## src/rtl/psw_pkg.sv

```systemverilog
package psw_pkg;
    localparam int PSW_W  = 16;
    localparam int LIVE_W = 11;
    localparam int MASK_W = 8;
    localparam int IPL_W  = 3;

    localparam int B_C   = 0;
    localparam int B_Z   = 1;
    localparam int B_I   = 2;
    localparam int B_D   = 3;
    localparam int B_X   = 4;
    localparam int B_M   = 5;
    localparam int B_V   = 6;
    localparam int B_N   = 7;
    localparam int B_IPL = 8;

    localparam logic [LIVE_W-1:0] RESET_VAL = 11'h004;

    typedef enum logic [2:0] {
        SRC_HOLD,
        SRC_ALU,
        SRC_FLAG,
        SRC_MASK,
        SRC_IRQ,
        SRC_RESTORE
    } upd_src_e;

    typedef struct packed {
        logic c_we;
        logic c;
        logic z_we;
        logic z;
        logic v_we;
        logic v;
        logic n_we;
        logic n;
        logic dec_add;
    } alu_upd_t;
endpackage

```

## src/rtl/psw_src_select.sv

```systemverilog
module psw_src_select
    import psw_pkg::*;
(
    input  logic     restore_en,
    input  logic     irq_take,
    input  logic     mask_any,
    input  logic     flag_any,
    input  logic     alu_any,
    output upd_src_e src
);
    always_comb begin
        if (restore_en)    src = SRC_RESTORE;
        else if (irq_take) src = SRC_IRQ;
        else if (mask_any) src = SRC_MASK;
        else if (flag_any) src = SRC_FLAG;
        else if (alu_any)  src = SRC_ALU;
        else               src = SRC_HOLD;
    end

    // Exactly one source wins; a restore request always wins.
    always_comb begin
        if (restore_en) begin
            AST_RESTORE_WINS: assert (src == SRC_RESTORE);
        end
    end
endmodule

```

## src/rtl/psw_next.sv

```systemverilog
module psw_next
    import psw_pkg::*;
#(
    parameter int LW = psw_pkg::LIVE_W,
    parameter int MW = psw_pkg::MASK_W,
    parameter int PW = psw_pkg::IPL_W
) (
    input  upd_src_e      src,
    input  logic [LW-1:0] cur,
    input  logic [LW-1:0] restore_live,
    input  logic [PW-1:0] irq_level,
    input  logic          mask_set_en,
    input  logic          mask_clr_en,
    input  logic [MW-1:0] mask_val,
    input  logic          sec,
    input  logic          clc,
    input  logic          sei,
    input  logic          cli,
    input  alu_upd_t      alu,
    output logic [LW-1:0] nxt
);
    logic [MW-1:0] masked;

    // Per-bit mask cell: set first, then clear, so clear dominates.
    for (genvar b = 0; b < MW; b++) begin : g_mask
        always_comb begin
            masked[b] = cur[b];
            if (mask_set_en && mask_val[b]) masked[b] = 1'b1;
            if (mask_clr_en && mask_val[b]) masked[b] = 1'b0;
        end
    end

    always_comb begin
        nxt = cur;
        unique case (src)
            SRC_RESTORE: nxt = restore_live;
            SRC_IRQ: begin
                nxt[B_I] = 1'b1;
                nxt[B_IPL +: PW] = irq_level;
            end
            SRC_MASK: nxt[MW-1:0] = masked;
            SRC_FLAG: begin
                if (sec) nxt[B_C] = 1'b1;
                if (clc) nxt[B_C] = 1'b0;
                if (sei) nxt[B_I] = 1'b1;
                if (cli) nxt[B_I] = 1'b0;
            end
            SRC_ALU: begin
                if (alu.c_we) nxt[B_C] = alu.c;
                if (alu.z_we && !alu.dec_add) nxt[B_Z] = alu.z;
                if (alu.v_we) nxt[B_V] = alu.v;
                if (alu.n_we) nxt[B_N] = alu.n;
            end
            SRC_HOLD: nxt = cur;
            default: nxt = cur;
        endcase
    end
endmodule

```

## src/rtl/psw_branch.sv

```systemverilog
module psw_branch (
    input  logic c,
    input  logic z,
    output logic br_cc,
    output logic br_cs,
    output logic br_ne,
    output logic br_eq
);
    always_comb begin
        br_cs = c;
        br_cc = ~c;
        br_eq = z;
        br_ne = ~z;
    end
endmodule

```

## src/rtl/psw_unit.sv

```systemverilog
module psw_unit
    import psw_pkg::*;
#(
    parameter int W  = psw_pkg::PSW_W,
    parameter int LW = psw_pkg::LIVE_W,
    parameter int MW = psw_pkg::MASK_W,
    parameter int PW = psw_pkg::IPL_W
) (
    input  logic          clk,
    input  logic          rst_n,
    input  logic          alu_c_we,
    input  logic          alu_c,
    input  logic          alu_z_we,
    input  logic          alu_z,
    input  logic          alu_v_we,
    input  logic          alu_v,
    input  logic          alu_n_we,
    input  logic          alu_n,
    input  logic          dec_add,
    input  logic          mask_set_en,
    input  logic          mask_clr_en,
    input  logic [MW-1:0] mask_val,
    input  logic          sec,
    input  logic          clc,
    input  logic          sei,
    input  logic          cli,
    input  logic          irq_take,
    input  logic [PW-1:0] irq_level,
    input  logic          restore_en,
    input  logic [W-1:0]  restore_word,
    output logic [W-1:0]  psw_word,
    output logic          flag_c,
    output logic          flag_z,
    output logic          flag_i,
    output logic          flag_d,
    output logic          idx_narrow,
    output logic          dat_narrow,
    output logic          flag_v,
    output logic          flag_n,
    output logic [PW-1:0] ipl,
    output logic          br_cc,
    output logic          br_cs,
    output logic          br_ne,
    output logic          br_eq
);
    localparam int PAD_W = W - LW;

    upd_src_e      src;
    alu_upd_t      alu;
    logic [LW-1:0] psw_q;
    logic [LW-1:0] psw_d;
    logic          unused_hi;

    assign unused_hi = ^restore_word[W-1:LW];

    assign alu = '{c_we: alu_c_we, c: alu_c, z_we: alu_z_we, z: alu_z,
                   v_we: alu_v_we, v: alu_v, n_we: alu_n_we, n: alu_n,
                   dec_add: dec_add};

    psw_src_select u_sel (
        .restore_en (restore_en),
        .irq_take   (irq_take),
        .mask_any   (mask_set_en | mask_clr_en),
        .flag_any   (sec | clc | sei | cli),
        .alu_any    (alu_c_we | alu_z_we | alu_v_we | alu_n_we),
        .src        (src)
    );

    psw_next #(.LW(LW), .MW(MW), .PW(PW)) u_next (
        .src          (src),
        .cur          (psw_q),
        .restore_live (restore_word[LW-1:0]),
        .irq_level    (irq_level),
        .mask_set_en  (mask_set_en),
        .mask_clr_en  (mask_clr_en),
        .mask_val     (mask_val),
        .sec          (sec),
        .clc          (clc),
        .sei          (sei),
        .cli          (cli),
        .alu          (alu),
        .nxt          (psw_d)
    );

    // State register
    always_ff @(posedge clk or negedge rst_n) begin
        if (!rst_n) psw_q <= RESET_VAL;
        else        psw_q <= psw_d;
    end

    // Outputs
    always_comb begin
        psw_word   = {{PAD_W{1'b0}}, psw_q};
        flag_c     = psw_q[B_C];
        flag_z     = psw_q[B_Z];
        flag_i     = psw_q[B_I];
        flag_d     = psw_q[B_D];
        idx_narrow = psw_q[B_X];
        dat_narrow = psw_q[B_M];
        flag_v     = psw_q[B_V];
        flag_n     = psw_q[B_N];
        ipl        = psw_q[B_IPL +: PW];
    end

    psw_branch u_br (
        .c     (psw_q[B_C]),
        .z     (psw_q[B_Z]),
        .br_cc (br_cc),
        .br_cs (br_cs),
        .br_ne (br_ne),
        .br_eq (br_eq)
    );

    AST_HIGH_ZERO: assert property (@(posedge clk) disable iff (!rst_n)
        psw_word[W-1:LW] == '0);
    AST_RESTORE_LOAD: assert property (@(posedge clk) disable iff (!rst_n)
        restore_en |=> psw_word[LW-1:0] == $past(restore_word[LW-1:0]));
    AST_IRQ_SETS_I: assert property (@(posedge clk) disable iff (!rst_n)
        (irq_take && !restore_en) |=> (flag_i && ipl == $past(irq_level)));
    AST_MASK_SET: assert property (@(posedge clk) disable iff (!rst_n)
        (mask_set_en && !mask_clr_en && !restore_en && !irq_take)
        |=> ((psw_word[MW-1:0] & $past(mask_val)) == $past(mask_val)));
    AST_MASK_CLR: assert property (@(posedge clk) disable iff (!rst_n)
        (mask_clr_en && !restore_en && !irq_take)
        |=> ((psw_word[MW-1:0] & $past(mask_val)) == '0));
    AST_CLC: assert property (@(posedge clk) disable iff (!rst_n)
        (clc && !restore_en && !irq_take && !mask_set_en && !mask_clr_en)
        |=> !flag_c);
    AST_ALU_V: assert property (@(posedge clk) disable iff (!rst_n)
        (src == SRC_ALU && alu_v_we) |=> flag_v == $past(alu_v));
    AST_DEC_Z_HOLD: assert property (@(posedge clk) disable iff (!rst_n)
        (src == SRC_ALU && dec_add) |=> $stable(flag_z));
    AST_BRANCH: assert property (@(posedge clk) disable iff (!rst_n)
        (br_cs == flag_c && br_cc != flag_c && br_eq == flag_z && br_ne != flag_z));
    AST_WIDTH_SEL: assert property (@(posedge clk) disable iff (!rst_n)
        (idx_narrow == psw_word[4] && dat_narrow == psw_word[5]));
endmodule

```

## config.mk

```make
export PLATFORM = sky130hd
export DESIGN_NAME = psw_unit
export DESIGN_NICKNAME = d
export VERILOG_FILES = /design/src/rtl/psw_pkg.sv /design/src/rtl/psw_src_select.sv /design/src/rtl/psw_next.sv /design/src/rtl/psw_branch.sv /design/src/rtl/psw_unit.sv
export SDC_FILE = /design/constraint.sdc
export NUM_CORES = 1
export LEC_CHECK = 0
export ABC_AREA = 1
export BUFFER_PORTS_ARGS = -buffer_cell sky130_fd_sc_hd__buf_2
export CAP_MARGIN = 20
export CORE_MARGIN = 2
export CORE_UTILIZATION = 30
export CTS_CLUSTER_SIZE = 30
export DETAILED_ROUTE_END_ITERATION = 8
export SLEW_MARGIN = 20
export SYNTH_ARGS = -nofsm -noshare
export SYNTH_HDL_FRONTEND = slang
export SYNTH_HIERARCHICAL = 1
export SYNTH_SLANG_ARGS = --single-unit
```

## constraint.sdc

```tcl
create_clock -name clk -period 1 [get_ports clk]
set_input_delay 0.1 -clock clk [delete_from_list [all_inputs] [get_ports clk]]
set_output_delay 0.1 -clock clk [all_outputs]
set_load 0.05 [all_outputs]
```

==> results.ini <==
[outcome]
outcome=finished, violations left
violations=negative setup slack

[floorplan]
ios=77
die-area_um2=3800
row_count=20
die_h_um=61.6
design.core.area_um2=3100
start_util_pct=32.1
die_width_um=61.6

[cells_and_area]
areaGrowthSynthToFinish_pct=81.5
seq_area_um2=293
n_antenna_cell=0
layout-drive-gt1-share_pct=57.6
top_regs=psw_q: 11 flops
utilization_pct=58.3
fillCellCount=299
largest_reg_flops=11
final_area_um2=1810
multi_input_area_um2=634
regMostFlops=psw_q
final_nets=285

[sta]
timing.final.crit_period_ps=1160
setup_violations=19
fin_worst_skew_ps=0
fmax_ghz=0.862
drv_slew=0
rsz0062_at_grt=true
finalCritPeriodShare_pct=116
hold_ws_ps=32.8
worst_slack_ps=-160
finalHoldViolCount=0

[clock_network]
cts_sinks=11
htree_levels=1
clock_latency_ps=260
cts.clk_slew.worst_paths_ps=80
cts_tree=yes
cts_max_path_buffers=2
cts-root-buf=clkbuf_4
cts_buffers=3

[detailed_routing]
wire_per_inst_um=11.1
num_vias=1234
drt_first_pass_iters=4
ant_nets=0
drtIter0Drc=48
via_per_inst=4.38
drc_errors=0
wirelength_mm=3.12

[synthesis]
synth.distinct_cells=22
syn_area_per_cell_um2=6.19
yosysTopAreaCellShare_pct=25.1
seq_area_frac_synth_pct=27.8
yosys.area.top_type=dfrtp_1
synth_area_um2=996
synth_seq_cells=11
syn_inst=161
synthTopCellsByArea=dfrtp_1 (25%), nand2_1 (24%), buf_4 (14%), nand3_1 (7.0%), nor2_1 (4.9%)
yosys_warnings=6

[pwr]
internal-power_mw=1.33
swShare_pct=48.6
vdd_ir_drop_max_v=0.000539
leakagePower_nw=0.952
clkPwrFrac_pct=12.0
total_power_mw=2.59
seq_power_share_pct=24.5
p_switching_mw=1.26
power_density_nw_per_um2=1430
share_comb_of_total_power_pct=63.4

[critical_path]
required_ps=900
crit_type=reg2out
slowest_stage=dfstp_4
path_max_fanout=3
critPathArrivalTime_ps=1060
cp_num_cells=1
crit_path_max_incr_delay_ps=650
critPathLaunchType=flip-flop
worstRegToRegCells=5
endpoint_kind=primary output
crit_family=flip-flops
path_buf_inv=1
worstPathCellList=buf_8

[hold_path]
hp-class=in2reg
hold_depth=3

[grt]
antenna_found_initial=0
first_global_vias=1174
grt_max_degree=12
gr-total-overflow=0
grt_pass1_wl_mm=4.82
grt_usage_pct=16.8

[place]
dp.final_hpwl_mm=2.24
gp_congestion=0.848
dp_slack_ps=-393
placed_area_um2=1410
port_buffers=66

[job]
drv_cap=0

[synth_stat cells]
library cell   n
buf_4         19
nand2_2        2
nand3b_1       4
nor2_1        13
nand2_4        1
nor2_2         1
nand4_1        4
inv_2          4
dfstp_2        1
buf_2          1
nand3_1       14
or2_1          1
dfrtp_1       10
clkbuf_1       1
a21oi_2        1
inv_1         12
conb_1         1
nand2_1       63
o21bai_1       1
o21ai_0        3
nor2_4         1
a21oi_1        3
[area by class of cell]
type                            instances  area share (%)
Multi-Input combinational cell        118            35.1
Inverter                               16            3.60
Clock buffer                            4            1.45
Sequential cell                        11            16.2
Timing Repair Buffer                   89            40.6
Tap cell                               44            3.04
[cells in the final DEF (no fill, tap or decap), types with 4 or more instances in the layout]
master / netlist / routed
buf_2: 1 / 36
buf_4: 19 / 18
buf_6: 0 / 27
buf_8: 0 / 7
conb_1: 1 / 5
dfrtp_2: 0 / 10
inv_1: 12 / 8
inv_2: 4 / 6
nand2_1: 63 / 52
nand2_2: 2 / 10
nand2_4: 1 / 4
nand3_1: 14 / 11
nand3b_1: 4 / 4
nand4_1: 4 / 4
nor2_1: 13 / 7
nor2_4: 1 / 6
[layer usage]
layer  wire [um]  global-route usage, %  vias up
li1            -                      -      634
met1        1340                   21.2      548
met2        1590                   29.8       50
met3         171                   3.15        2
met4          16                   3.65        0
met5           0                      0        -
[tightest hold or removal path, delay by kind of cell]
family | cells | cell delay [ps]
buffers and inverters | 1 | 90
and+or+nand+nor | 2 | 90
[path summary, 6_finish.rpt]
check | from | endpoint | slack, ps
worst max-delay path | psw_q[2]$_DFF_PN1_ | psw_word[2] | -160
worst min-delay path | restore_word[4] | psw_q[4]$_DFF_PN0_ | 30
worst max register to register | psw_q[2]$_DFF_PN1_ | psw_q[2]$_DFF_PN1_ | -90
worst min register to register | psw_q[9]$_DFF_PN0_ | psw_q[9]$_DFF_PN0_ | 550
max in group asynchronous | rst_n | psw_q[2]$_DFF_PN1_ | 490
min in group asynchronous | rst_n | psw_q[1]$_DFF_PN0_ | 220
[logic make-up (layout without fill, tap and decap cells)]
logic type / after synthesis / in the layout / synth area share (%)
compound gates: 8 / 8 / 4.65
buf+inv: 37 / 109 / 21.2
simple gates: 104 / 105 / 46.0
other cells: 1 / 5 / 0.377
flops: 11 / 11 / 27.8
[power by group through the flow]
| stage | logic (mW) | registers [mW] | clock network [mW] |
|---|---|---|---|
| after floorplan | 0.776 | 0.859 | 0 |
| after global placement | 1.25 | 0.612 | 0 |
| after detailed placement | 1.25 | 0.614 | 0 |
| after CTS | 1.55 | 0.623 | 0.321 |
| after global routing | 1.74 | 0.650 | 0.345 |
| final | 1.64 | 0.635 | 0.311 |
[through the flow]
step           setup TNS, ps  std cells
2_1_floorplan           -696        165
3_3_place_gp           -3710        270
3_5_place_dp           -3880        270
4_1_cts                -1430        281
5_1_grt                -2480        282
6_report               -1190        282
[repair_timing]
action / 4_1_cts / 5_1_grt
hold buffers: 1 / 0
endpoints found under the setup margin: 37 / 37
endpoints found under the hold margin: 11 / 0
resized for setup: 69 / 25
gates cloned: 1 / 0
pin swaps: 21 / 6
buffers inserted: 6 / 1
Power figures use the tool's default switching activity.
